File: config.mk
export PLATFORM = sky130hd
export DESIGN_NAME = tod_alarm_match
export DESIGN_NICKNAME = d
export VERILOG_FILES = /design/src/rtl/tod_alarm_pkg.sv /design/src/rtl/alarm_regfile.sv /design/src/rtl/alarm_mask_decode.sv /design/src/rtl/alarm_match_timer.sv /design/src/rtl/tod_alarm_match.sv
export SDC_FILE = /design/constraint.sdc
export NUM_CORES = 1
export LEC_CHECK = 0
export ABC_AREA = 0
export BUFFER_PORTS_ARGS = -buffer_cell sky130_fd_sc_hd__buf_2
export CORE_ASPECT_RATIO = 2
export CORE_MARGIN = 2
export CORE_UTILIZATION = 40
export DETAILED_ROUTE_END_ITERATION = 12
export PLACE_DENSITY = 0.7
export SYNTH_ARGS = -nofsm -noshare
export SYNTH_HDL_FRONTEND = slang
export SYNTH_HIERARCHICAL = 1
export SYNTH_SLANG_ARGS = --single-unit
File: constraint.sdc
create_clock -name clk -period 1.6 [get_ports clk]
set_input_delay 0.24 -clock clk [delete_from_list [all_inputs] [get_ports clk]]
set_output_delay 0.24 -clock clk [all_outputs]
set_load 0.05 [all_outputs]
File: src/rtl/tod_alarm_pkg.sv
package tod_alarm_pkg;
  typedef enum logic [1:0] {
    MODE_EXACT,
    MODE_DAILY,
    MODE_HOURLY,
    MODE_MINUTE
  } alarm_mode_e;

  typedef struct packed {
    logic min_en;
    logic hour_en;
    logic day_en;
  } cmp_sel_t;
endpackage

File: src/rtl/alarm_regfile.sv
module alarm_regfile #(
  parameter int ADDR_W = 4,
  parameter int DATA_W = 8,
  parameter int DAY_W  = 3,
  parameter int A_MIN  = 3,
  parameter int A_HOUR = 5,
  parameter int A_DAY  = 7
) (
  input  logic              clk,
  input  logic              rst_n,
  input  logic              bus_sel,
  input  logic              bus_wr,
  input  logic [ADDR_W-1:0] bus_addr,
  input  logic [DATA_W-1:0] bus_wdata,
  output logic [DATA_W-1:0] bus_rdata,
  output logic              access,
  output logic [DATA_W-1:0] min_reg,
  output logic [DATA_W-1:0] hour_reg,
  output logic              day_mask,
  output logic [DAY_W-1:0]  day_val
);
  localparam int MSB  = DATA_W - 1;
  localparam int PADW = DATA_W - 1 - DAY_W;

  logic hit_min, hit_hour, hit_day;
  logic [DATA_W-1:0] day_view;

  assign hit_min  = bus_addr == ADDR_W'(A_MIN);
  assign hit_hour = bus_addr == ADDR_W'(A_HOUR);
  assign hit_day  = bus_addr == ADDR_W'(A_DAY);
  assign access   = bus_sel && (hit_min || hit_hour || hit_day);

  always_ff @(posedge clk or negedge rst_n) begin
    if (!rst_n) begin
      min_reg  <= '0;
      hour_reg <= '0;
      day_mask <= 1'b0;
      day_val  <= '0;
    end else if (bus_sel && bus_wr) begin
      if (hit_min)  min_reg  <= bus_wdata;
      if (hit_hour) hour_reg <= bus_wdata;
      if (hit_day) begin
        day_mask <= bus_wdata[MSB];
        day_val  <= bus_wdata[DAY_W-1:0];
      end
    end
  end

  assign day_view = {day_mask, {PADW{1'b0}}, day_val};

  always_comb begin
    bus_rdata = '0;
    if (bus_sel && !bus_wr) begin
      if (hit_min)       bus_rdata = min_reg;
      else if (hit_hour) bus_rdata = hour_reg;
      else if (hit_day)  bus_rdata = day_view;
    end
  end
endmodule

File: src/rtl/alarm_mask_decode.sv
module alarm_mask_decode
  import tod_alarm_pkg::*;
(
  input  logic     mask_min,
  input  logic     mask_hour,
  input  logic     mask_day,
  output cmp_sel_t cmp_sel
);
  alarm_mode_e mode;

  // The highest-order mask bit decides; lower masks only matter once it is set.
  always_comb begin
    if (!mask_day)       mode = MODE_EXACT;
    else if (!mask_hour) mode = MODE_DAILY;
    else if (!mask_min)  mode = MODE_HOURLY;
    else                 mode = MODE_MINUTE;
  end

  always_comb begin
    unique case (mode)
      MODE_EXACT:  cmp_sel = '{min_en: 1'b1, hour_en: 1'b1, day_en: 1'b1};
      MODE_DAILY:  cmp_sel = '{min_en: 1'b1, hour_en: 1'b1, day_en: 1'b0};
      MODE_HOURLY: cmp_sel = '{min_en: 1'b1, hour_en: 1'b0, day_en: 1'b0};
      default:     cmp_sel = '{min_en: 1'b0, hour_en: 1'b0, day_en: 1'b0};
    endcase
  end
endmodule

File: src/rtl/alarm_match_timer.sv
module alarm_match_timer
  import tod_alarm_pkg::*;
#(
  parameter int TIME_W = 7,
  parameter int DAY_W  = 3
) (
  input  logic              clk,
  input  logic              rst_n,
  input  logic [TIME_W-1:0] cur_min,
  input  logic [TIME_W-1:0] cur_hour,
  input  logic [DAY_W-1:0]  cur_day,
  input  logic [TIME_W-1:0] alm_min,
  input  logic [TIME_W-1:0] alm_hour,
  input  logic [DAY_W-1:0]  alm_day,
  input  cmp_sel_t          cmp_sel,
  input  logic              hund_is_99,
  input  logic              sec_wrap,
  input  logic              access,
  output logic              flag
);
  logic hit, qualify, win_q, pend_q, win_end;

  assign hit = (!cmp_sel.min_en  || (cur_min  == alm_min))  &&
               (!cmp_sel.hour_en || (cur_hour == alm_hour)) &&
               (!cmp_sel.day_en  || (cur_day  == alm_day));

  assign qualify = hund_is_99 && sec_wrap && hit;
  assign win_end = win_q && !hund_is_99;

  always_ff @(posedge clk or negedge rst_n) begin
    if (!rst_n) begin
      win_q  <= 1'b0;
      pend_q <= 1'b0;
      flag   <= 1'b0;
    end else begin
      win_q <= hund_is_99;
      if (win_end) pend_q <= 1'b0;
      else if (qualify) pend_q <= 1'b1;
      if (access) flag <= 1'b0;
      else if (win_end && pend_q) flag <= 1'b1;
    end
  end
endmodule

File: src/rtl/tod_alarm_match.sv
module tod_alarm_match
  import tod_alarm_pkg::*;
#(
  parameter int ADDR_W = 4,
  parameter int DATA_W = 8,
  parameter int TIME_W = 7,
  parameter int DAY_W  = 3,
  parameter int A_MIN  = 3,
  parameter int A_HOUR = 5,
  parameter int A_DAY  = 7
) (
  input  logic              clk,
  input  logic              rst_n,
  input  logic              bus_sel,
  input  logic              bus_wr,
  input  logic [ADDR_W-1:0] bus_addr,
  input  logic [DATA_W-1:0] bus_wdata,
  output logic [DATA_W-1:0] bus_rdata,
  input  logic [TIME_W-1:0] cur_min,
  input  logic [TIME_W-1:0] cur_hour,
  input  logic [DAY_W-1:0]  cur_day,
  input  logic              hund_is_99,
  input  logic              sec_wrap,
  input  logic              int_en,
  output logic              alarm_flag,
  output logic              irq_n
);
  localparam int MSB = DATA_W - 1;

  logic              access;
  logic [DATA_W-1:0] min_reg, hour_reg;
  logic              day_mask;
  logic [DAY_W-1:0]  day_val;
  cmp_sel_t          cmp_sel;

  alarm_regfile #(
    .ADDR_W(ADDR_W), .DATA_W(DATA_W), .DAY_W(DAY_W),
    .A_MIN(A_MIN), .A_HOUR(A_HOUR), .A_DAY(A_DAY)
  ) u_regs (
    .clk(clk), .rst_n(rst_n), .bus_sel(bus_sel), .bus_wr(bus_wr),
    .bus_addr(bus_addr), .bus_wdata(bus_wdata), .bus_rdata(bus_rdata),
    .access(access), .min_reg(min_reg), .hour_reg(hour_reg),
    .day_mask(day_mask), .day_val(day_val)
  );

  alarm_mask_decode u_dec (
    .mask_min(min_reg[MSB]), .mask_hour(hour_reg[MSB]), .mask_day(day_mask),
    .cmp_sel(cmp_sel)
  );

  alarm_match_timer #(.TIME_W(TIME_W), .DAY_W(DAY_W)) u_match (
    .clk(clk), .rst_n(rst_n),
    .cur_min(cur_min), .cur_hour(cur_hour), .cur_day(cur_day),
    .alm_min(min_reg[TIME_W-1:0]), .alm_hour(hour_reg[TIME_W-1:0]),
    .alm_day(day_val), .cmp_sel(cmp_sel),
    .hund_is_99(hund_is_99), .sec_wrap(sec_wrap), .access(access),
    .flag(alarm_flag)
  );

  assign irq_n = !(alarm_flag && int_en);
endmodule

==> qor.yml, run 1 <==
status:
  status: "finished with violations"
  violations: "setup timing"
placement:
  io_buffers: 45
  place_hpwl_mm: 2.64
  gp_congestion: 0.947
  place_worst_setup_slack_ns: -0.133
grt:
  grt_antenna_before_repair: 0
  global_route.usage.met2: 0.348
  grt_pass1_wl_mm: 5.51
  grt_start_max_net_pins: 24
  use_met3: 0.0215
  grt_pass1_vias: 1162
  track_usage: 0.199
  met1_usage: 0.235
  overflow: 0
  grt-busiest-layer: "met2"
routing:
  drc_errors: 0
  num_vias: 1099
  first_pass_iters: 4
  drt_iter0_markers: 16
  viasPerCell: 5.36
  drt-wirelength-per-cell_um: 15.9
  totalWireLength_mm: 3.26
  antenna_left: 0
floorplan:
  core_sq_um: 3120
  start_util: 0.415
  rows: 29
  die_h_um: 84.5
  dieArea_sq_um: 3740
  io_pins: 46
  dieWidth_um: 44.3
worst_setup_path:
  path_cells: "buf_6 -> or4bb_4 -> nor2_1 -> buf_4 -> a22o_4 -> buf_8"
  path_class: "in -> out"
  path_delay_family: "simple AND/OR/NAND/NOR gates"
  cp_slowest_cell: "or4bb_4"
  critPathMaxFanout: 4
  crit_buf_inv: 3
  crit_arrival_ns: 1.41
  crit_path_end_kind: "primary output"
  critPathRequiredTime_ns: 1.36
  cp_slowest_stage_delay_ns: 0.54
  critPathLaunchType: "primary input"
final_layout:
  drive_gt1_frac: 0.569
  syn2layout_area_growth_pct: 46.8
  n_antenna_cell: 0
  nets: 211
synth:
  synthDistinctLibCells: 25
  yosys-top-cells-area: "dfrtp_1, mux2_2, xnor2_1"
  synth_area_sq_um: 1300
  synth.top_cell.area_share: 0.444
  yosysWarningCount: 6
  synth_area_leader_cell: "dfrtp_1"
  ys_ff_latch: 23
  syn_inst: 112
  synth.avg_cell_area_sq_um: 11.6
  syn_nets: 148
  synth_seq_area_share: 0.444
timing:
  fin_skew_ns: 0.00177
  hold_violations: 0
  period_needed_ns: 1.65
  max_freq_ghz: 0.605
  worstMarginPinSlew_ns: 0.526
  layout_worst_path_cycle_share: 1.03
  relSlewSlack: 0.649
  final_max_slew_viol_count: 0
  grt_setup_unrepaired: "yes"
  fin_ws_ns: -0.0521
  setup_viol: 7
job:
  cap_violations: 0
power:
  ir_worst_vdd_v: 0.000706
  p_per_area_nw_per_um2: 815
  power.total_w: 0.00155
  p_leak_nw: 0.898
clock_network:
  cts_made_buffers: 3
  clockBufferDepth: 2
  cts_tree: "yes"
  cts.sinks: 23
  clock_latency_ns: 0.26
  cts_root_buffer: "clkbuf_8"
  clk_pin_slew_ns: 0.08
  htreeDepth: 1
hold_path:
  hold_class: "in -> reg"
worst register-to-register path, cell delays in order (launching register included):
cell and delay, ns:
dfrtp_1 0.41, xnor2_1 0.20, nand4_1 0.16, o41ai_2 0.23, a31o_1 0.18
final timing paths:
| kind | startpoint | slack, ns | endpoint | cells past startpoint |
|---|---|---|---|---|
| min | hund_is_99 | 0.11 | u_match/win_q | 1 |
| max in group asynchronous | rst_n | 0.77 | u_regs/hour_reg[5] | 2 |
| min reg2reg | u_match/flag | 0.54 | u_match/flag | 2 |
| min in group asynchronous | rst_n | 0.48 | u_regs/day_val[2] | 2 |
| max reg2reg | u_regs/min_reg[1] | 0.36 | u_match/pend_q | 4 |
| max | bus_wr | -0.05 | bus_rdata[6] | 6 |
per-stage QoR:
stage | utilization | cells | TNS (ns) | hold WS [ns] | instance area (sq um)
after floorplan | - | 112 | -0.245 | -0.0556 | 1370
after detailed placement | 0.551 | 199 | -1.38 | 0.244 | 1720
after global placement | 0.551 | 199 | -1.08 | 0.230 | 1720
after CTS | 0.605 | 205 | -0.248 | 0.107 | 1890
final | 0.610 | 205 | -0.210 | 0.111 | 1900
after global routing | 0.610 | 205 | -0.576 | 0.108 | 1900
synth_stat cells:
cell / instances
dfrtp_1: 23
mux2_2: 20
nor2_1: 12
xnor2_1: 11
a21oi_1: 6
xor2_1: 6
nand2_1: 5
a22o_1: 4
nor4_1: 4
buf_4: 2
nand3_1: 2
nand4_1: 2
nor2b_1: 2
o41ai_2: 2
a31o_1: 1
buf_2: 1
inv_1: 1
nand2b_4: 1
nand4b_1: 1
nand4bb_1: 1
nor2_2: 1
nor3b_1: 1
nor4b_4: 1
nor4bb_1: 1
or4bb_1: 1
repair_timing:
item,CTS,global route
cloned,0,0
gates resized for setup,26,1
endpoints found under the hold margin,23,0
buffers inserted,1,0
setup endpoints to repair,8,8
hold buffers,1,0
pin swaps,3,1
layout by cell type, fill, tap and decap left out, types with 3 or more instances in the layout:
cell / n
buf_6: 6
nand2_1: 5
a21oi_1: 6
xor2_1: 6
nor4_4: 4
xnor2_1: 11
buf_2: 36
mux2_2: 20
buf_8: 4
dfrtp_1: 23
clkbuf_8: 3
nor2_1: 12
buf_4: 14
a22o_4: 4
layout make-up:
| cell class | instances | area, sq um |
|---|---|---|
| clock buffer | 4 | 45.0 |
| fill | 281 | 1220 |
| inverter | 1 | 3.75 |
| multi-input combinational | 85 | 817 |
| sequential | 23 | 576 |
| tap | 31 | 38.8 |
| timing repair buffer | 61 | 423 |
kinds of logic (layout without fill, tap and decap cells):
kind of cell              count (synthesis)  in the layout  share of synthesized area
buffers and inverters                     4             66                     0.0183
muxes                                    20             20                      0.174
AOI/OAI and AO/OA                        13             13                     0.0820
xor gates and xnor gates                 17             17                      0.115
and+or+nand+nor                          35             35                      0.167
DFF                                      23             23                      0.444
metal layers:
metal	vias to the layer above	routed length (um)
met5	-	0
met4	0	87
met3	6	128
met2	31	1870
met1	535	1170
li1	527	-
power by group:
part / internal, W / switching, W / leakage, nW
registers: 0.000683 / 0.000105 / 0.295
clock network: 0.000178 / 0.000177 / 0.0228
logic: 0.000222 / 0.000185 / 0.580
No activity file was read; power rests on OpenSTA's default activity.
==> run 2, diff against run 1 <==
--- a/config.mk
+++ b/config.mk
@@ -16,3 +16,4 @@
 export SYNTH_HDL_FRONTEND = slang
 export SYNTH_HIERARCHICAL = 1
 export SYNTH_SLANG_ARGS = --single-unit
+export TNS_END_PERCENT = 1
==> run 2 against run 1 <==
The run still ends with setup timing left. Sequential share of layout area is the same. Global-route usage hardly changed. Die area did not move. Highest routed layer unchanged. Non-clock buffer count unchanged. Setup slack worse by 0.0043 ns. Combinational power about the same. Maximum frequency fell by 0.26%. Register-to-register slack about the same. Clock-buffer cell count unchanged.
==> qor.yml, run 2 (synthesis results as in run 1) <==
power:
  p_leak_nw: 0.898  # unchanged
  switchingPower_w: 0.000470  # +0.50%
  p_seq_frac: 0.508  # about the same
  switching_share: 0.303  # +0.00106
  ir_worst_vdd_v: 0.000706  # about the same
  clkPwrFrac: 0.230  # about the same
  comb_power_share: 0.262  # about the same
  internal-power_w: 0.00108  # about the same
  p_per_area_nw_per_um2: 816  # +0.15%
floorplan:
  rows: 29  # unchanged
  dieArea_sq_um: 3740  # unchanged
  dieWidth_um: 44.3  # unchanged
  start_util: 0.415  # unchanged
  core_sq_um: 3120  # unchanged
  die_h_um: 84.5  # unchanged
  io_pins: 46  # unchanged
routing:
  wl_met2_mm: 1.87  # -0.21%
  num_vias: 1094  # -0.45%
  drc_errors: 0  # unchanged
  antenna_left: 0  # unchanged
  drt-wirelength-per-cell_um: 15.9  # +0.25%
  drt_iter0_markers: 20  # +4
  met3_length_um: 116  # -9.4%
  top_layer_used: "met4"
  viasPerCell: 5.34  # -0.45%
  totalWireLength_mm: 3.26  # +0.25%
  routedLengthMet1_mm: 1.19  # +2.1%
  first_pass_iters: 4  # unchanged
final_layout:
  n_antenna_cell: 0  # unchanged
  layout_commonest_cell: "buf_2"
  design_area_sq_um: 1900  # unchanged
  drive_gt1_frac: 0.569  # unchanged
  syn2layout_area_growth_pct: 46.8  # unchanged
  nets: 211  # unchanged
  fin_cells: 205  # unchanged
  final.fill_count: 281  # unchanged
  final_core_util: 0.610  # unchanged
  mostFrequentLayoutCells: "buf_2, dfrtp_1, mux2_2"
worst_setup_path:
  crit_buf_inv: 3  # unchanged
  crit_arrival_ns: 1.42  # about the same
  r2r-end: "u_match/pend_q"
  path_delay_family: "simple AND/OR/NAND/NOR gates"
  r2r_start: "u_regs/min_reg[1]"
  cp_slowest_stage_delay_ns: 0.54  # about the same
  cp_slowest_cell: "or4bb_4"
  crit_path_end_kind: "primary output"
  critPathMaxFanout: 4  # unchanged
  reg2reg_slack_ns: 0.35  # about the same
  path_class: "in -> out"
  critical_path_cell_count: 6  # unchanged
  critPathLaunchType: "primary input"
  path_cells: "buf_6 -> or4bb_4 -> nor2_1 -> buf_4 -> a22o_4 -> buf_8"
  r2r_cells: 4  # unchanged
  critPathRequiredTime_ns: 1.36  # about the same
timing:
  period_needed_ns: 1.66  # +0.00425 ns
  relSlewSlack: 0.646  # -0.00347
  final_max_slew_viol_count: 0  # unchanged
  setup_viol: 7  # unchanged
  grt_setup_unrepaired: "yes"
  fin_skew_ns: 0.00219  # +0.000422 ns
  max_freq_ghz: 0.604  # -0.26%
  worstMarginPinSlew_ns: 0.531  # +0.00520 ns
  layout_worst_path_cycle_share: 1.04  # +0.00266
  fin_ws_ns: -0.0563  # -0.00425 ns
  hold_violations: 0  # unchanged
  fin_tns_setup_ns: -0.227  # -0.0163 ns
hold_path:
  min-delay-start: "hund_is_99"
  hold_class: "in -> reg"
  hold_path_depth: 1  # unchanged
  whs_endpoint: "u_match/win_q"
grt:
  grt_start_max_net_pins: 24  # unchanged
  grt_pass1_wl_mm: 5.53  # +0.24%
  grt_antenna_before_repair: 0  # unchanged
  track_usage: 0.199  # +0.000423
  overflow: 0  # unchanged
  grt_pass1_vias: 1162  # unchanged
clock_network:
  clk_pin_slew_ns: 0.08  # about the same
  htreeDepth: 1  # unchanged
  cts_tree: "yes"
  clock_latency_ns: 0.26  # about the same
  cts.sinks: 23  # unchanged
  cts_made_buffers: 3  # unchanged
  clockBufferDepth: 2  # unchanged
  cts_root_buffer: "clkbuf_8"
placement:
  dpl_cell_area_sq_um: 1720  # unchanged
  post-place-cells: 199  # unchanged
  io_buffers: 45  # unchanged
  place_hpwl_mm: 2.64  # unchanged
  gp_congestion: 0.947  # unchanged
status:
  violations: "setup timing"
  status: "finished with violations"
job:
  cap_violations: 0  # unchanged
## run 2: cell counts in the layout (fill, tap and decap cells not counted)
No cell type changed its count.
## run 2: worst max path at each step
stage	startpoint	to	slack, ns
after global placement	bus_addr[3]	bus_rdata[4]	-0.14
final	bus_wr	bus_rdata[6]	-0.06
after detailed placement	bus_addr[3]	bus_rdata[0]	-0.13
after global routing	bus_wr	bus_rdata[3]	-0.08
after floorplan	bus_addr[3]	bus_rdata[0]	-0.04
after CTS	bus_wr	bus_rdata[3]	-0.05
## run 2: timing repair
item / CTS / global route
resized for setup: 26 / 1
buffers inserted: 1 / 0
endpoints found under the setup margin: 8 / 8
endpoints found under the hold margin: 23 / 0
pin swaps: 3 / 1
gates cloned: 0 / 0
hold buffers: 1 / 0
## run 2: layout make-up
| class | count | area (sq um) | share of cell area |
|---|---|---|---|
| multi-input combinational | 85 | 817 | 0.429 |
| tap | 31 | 38.8 | 0.0204 |
| sequential | 23 | 576 | 0.302 |
| inverter | 1 | 3.75 | 0.00197 |
| clock buffer | 4 | 45.0 | 0.0237 |
| timing repair buffer | 61 | 423 | 0.222 |
## run 2: stage by stage
| step | hold slack [ns] | setup WS [ns] | total power, W |
|---|---|---|---|
| 2_1_floorplan | -0.0556 | -0.0425 | 0.00104 |
| 3_5_place_dp | 0.244 | -0.133 | 0.00119 |
| 3_3_place_gp | 0.230 | -0.140 | 0.00117 |
| 4_1_cts | 0.107 | -0.0545 | 0.00156 |
| 5_1_grt | 0.108 | -0.0843 | 0.00165 |
| 6_report | 0.109 | -0.0563 | 0.00155 |
## run 2: power groups by stage
| stage | Combinational, W | Clock [W] | Sequential, W |
|---|---|---|---|
| after global placement | 0.000376 | 0 | 0.000789 |
| after CTS | 0.000406 | 0.000368 | 0.000791 |
| final | 0.000406 | 0.000357 | 0.000789 |
| after floorplan | 0.000263 | 0 | 0.000776 |
| after detailed placement | 0.000391 | 0 | 0.000795 |
| after global routing | 0.000442 | 0.000400 | 0.000808 |
## run 2: worst register-to-register path, cell delays in order, from the launching register on
cell,delay (ns)
dfrtp_1,0.41
xnor2_1,0.20
nand4_1,0.17
o41ai_2,0.23
a31o_1,0.18
## run 2: metal layers
layer | global-route usage | vias to the layer above
met3 | 0.0215 | 6
li1 | - | 526
met5 | 0 | -
met4 | 0.0826 | 0
met1 | 0.237 | 533
met2 | 0.348 | 29
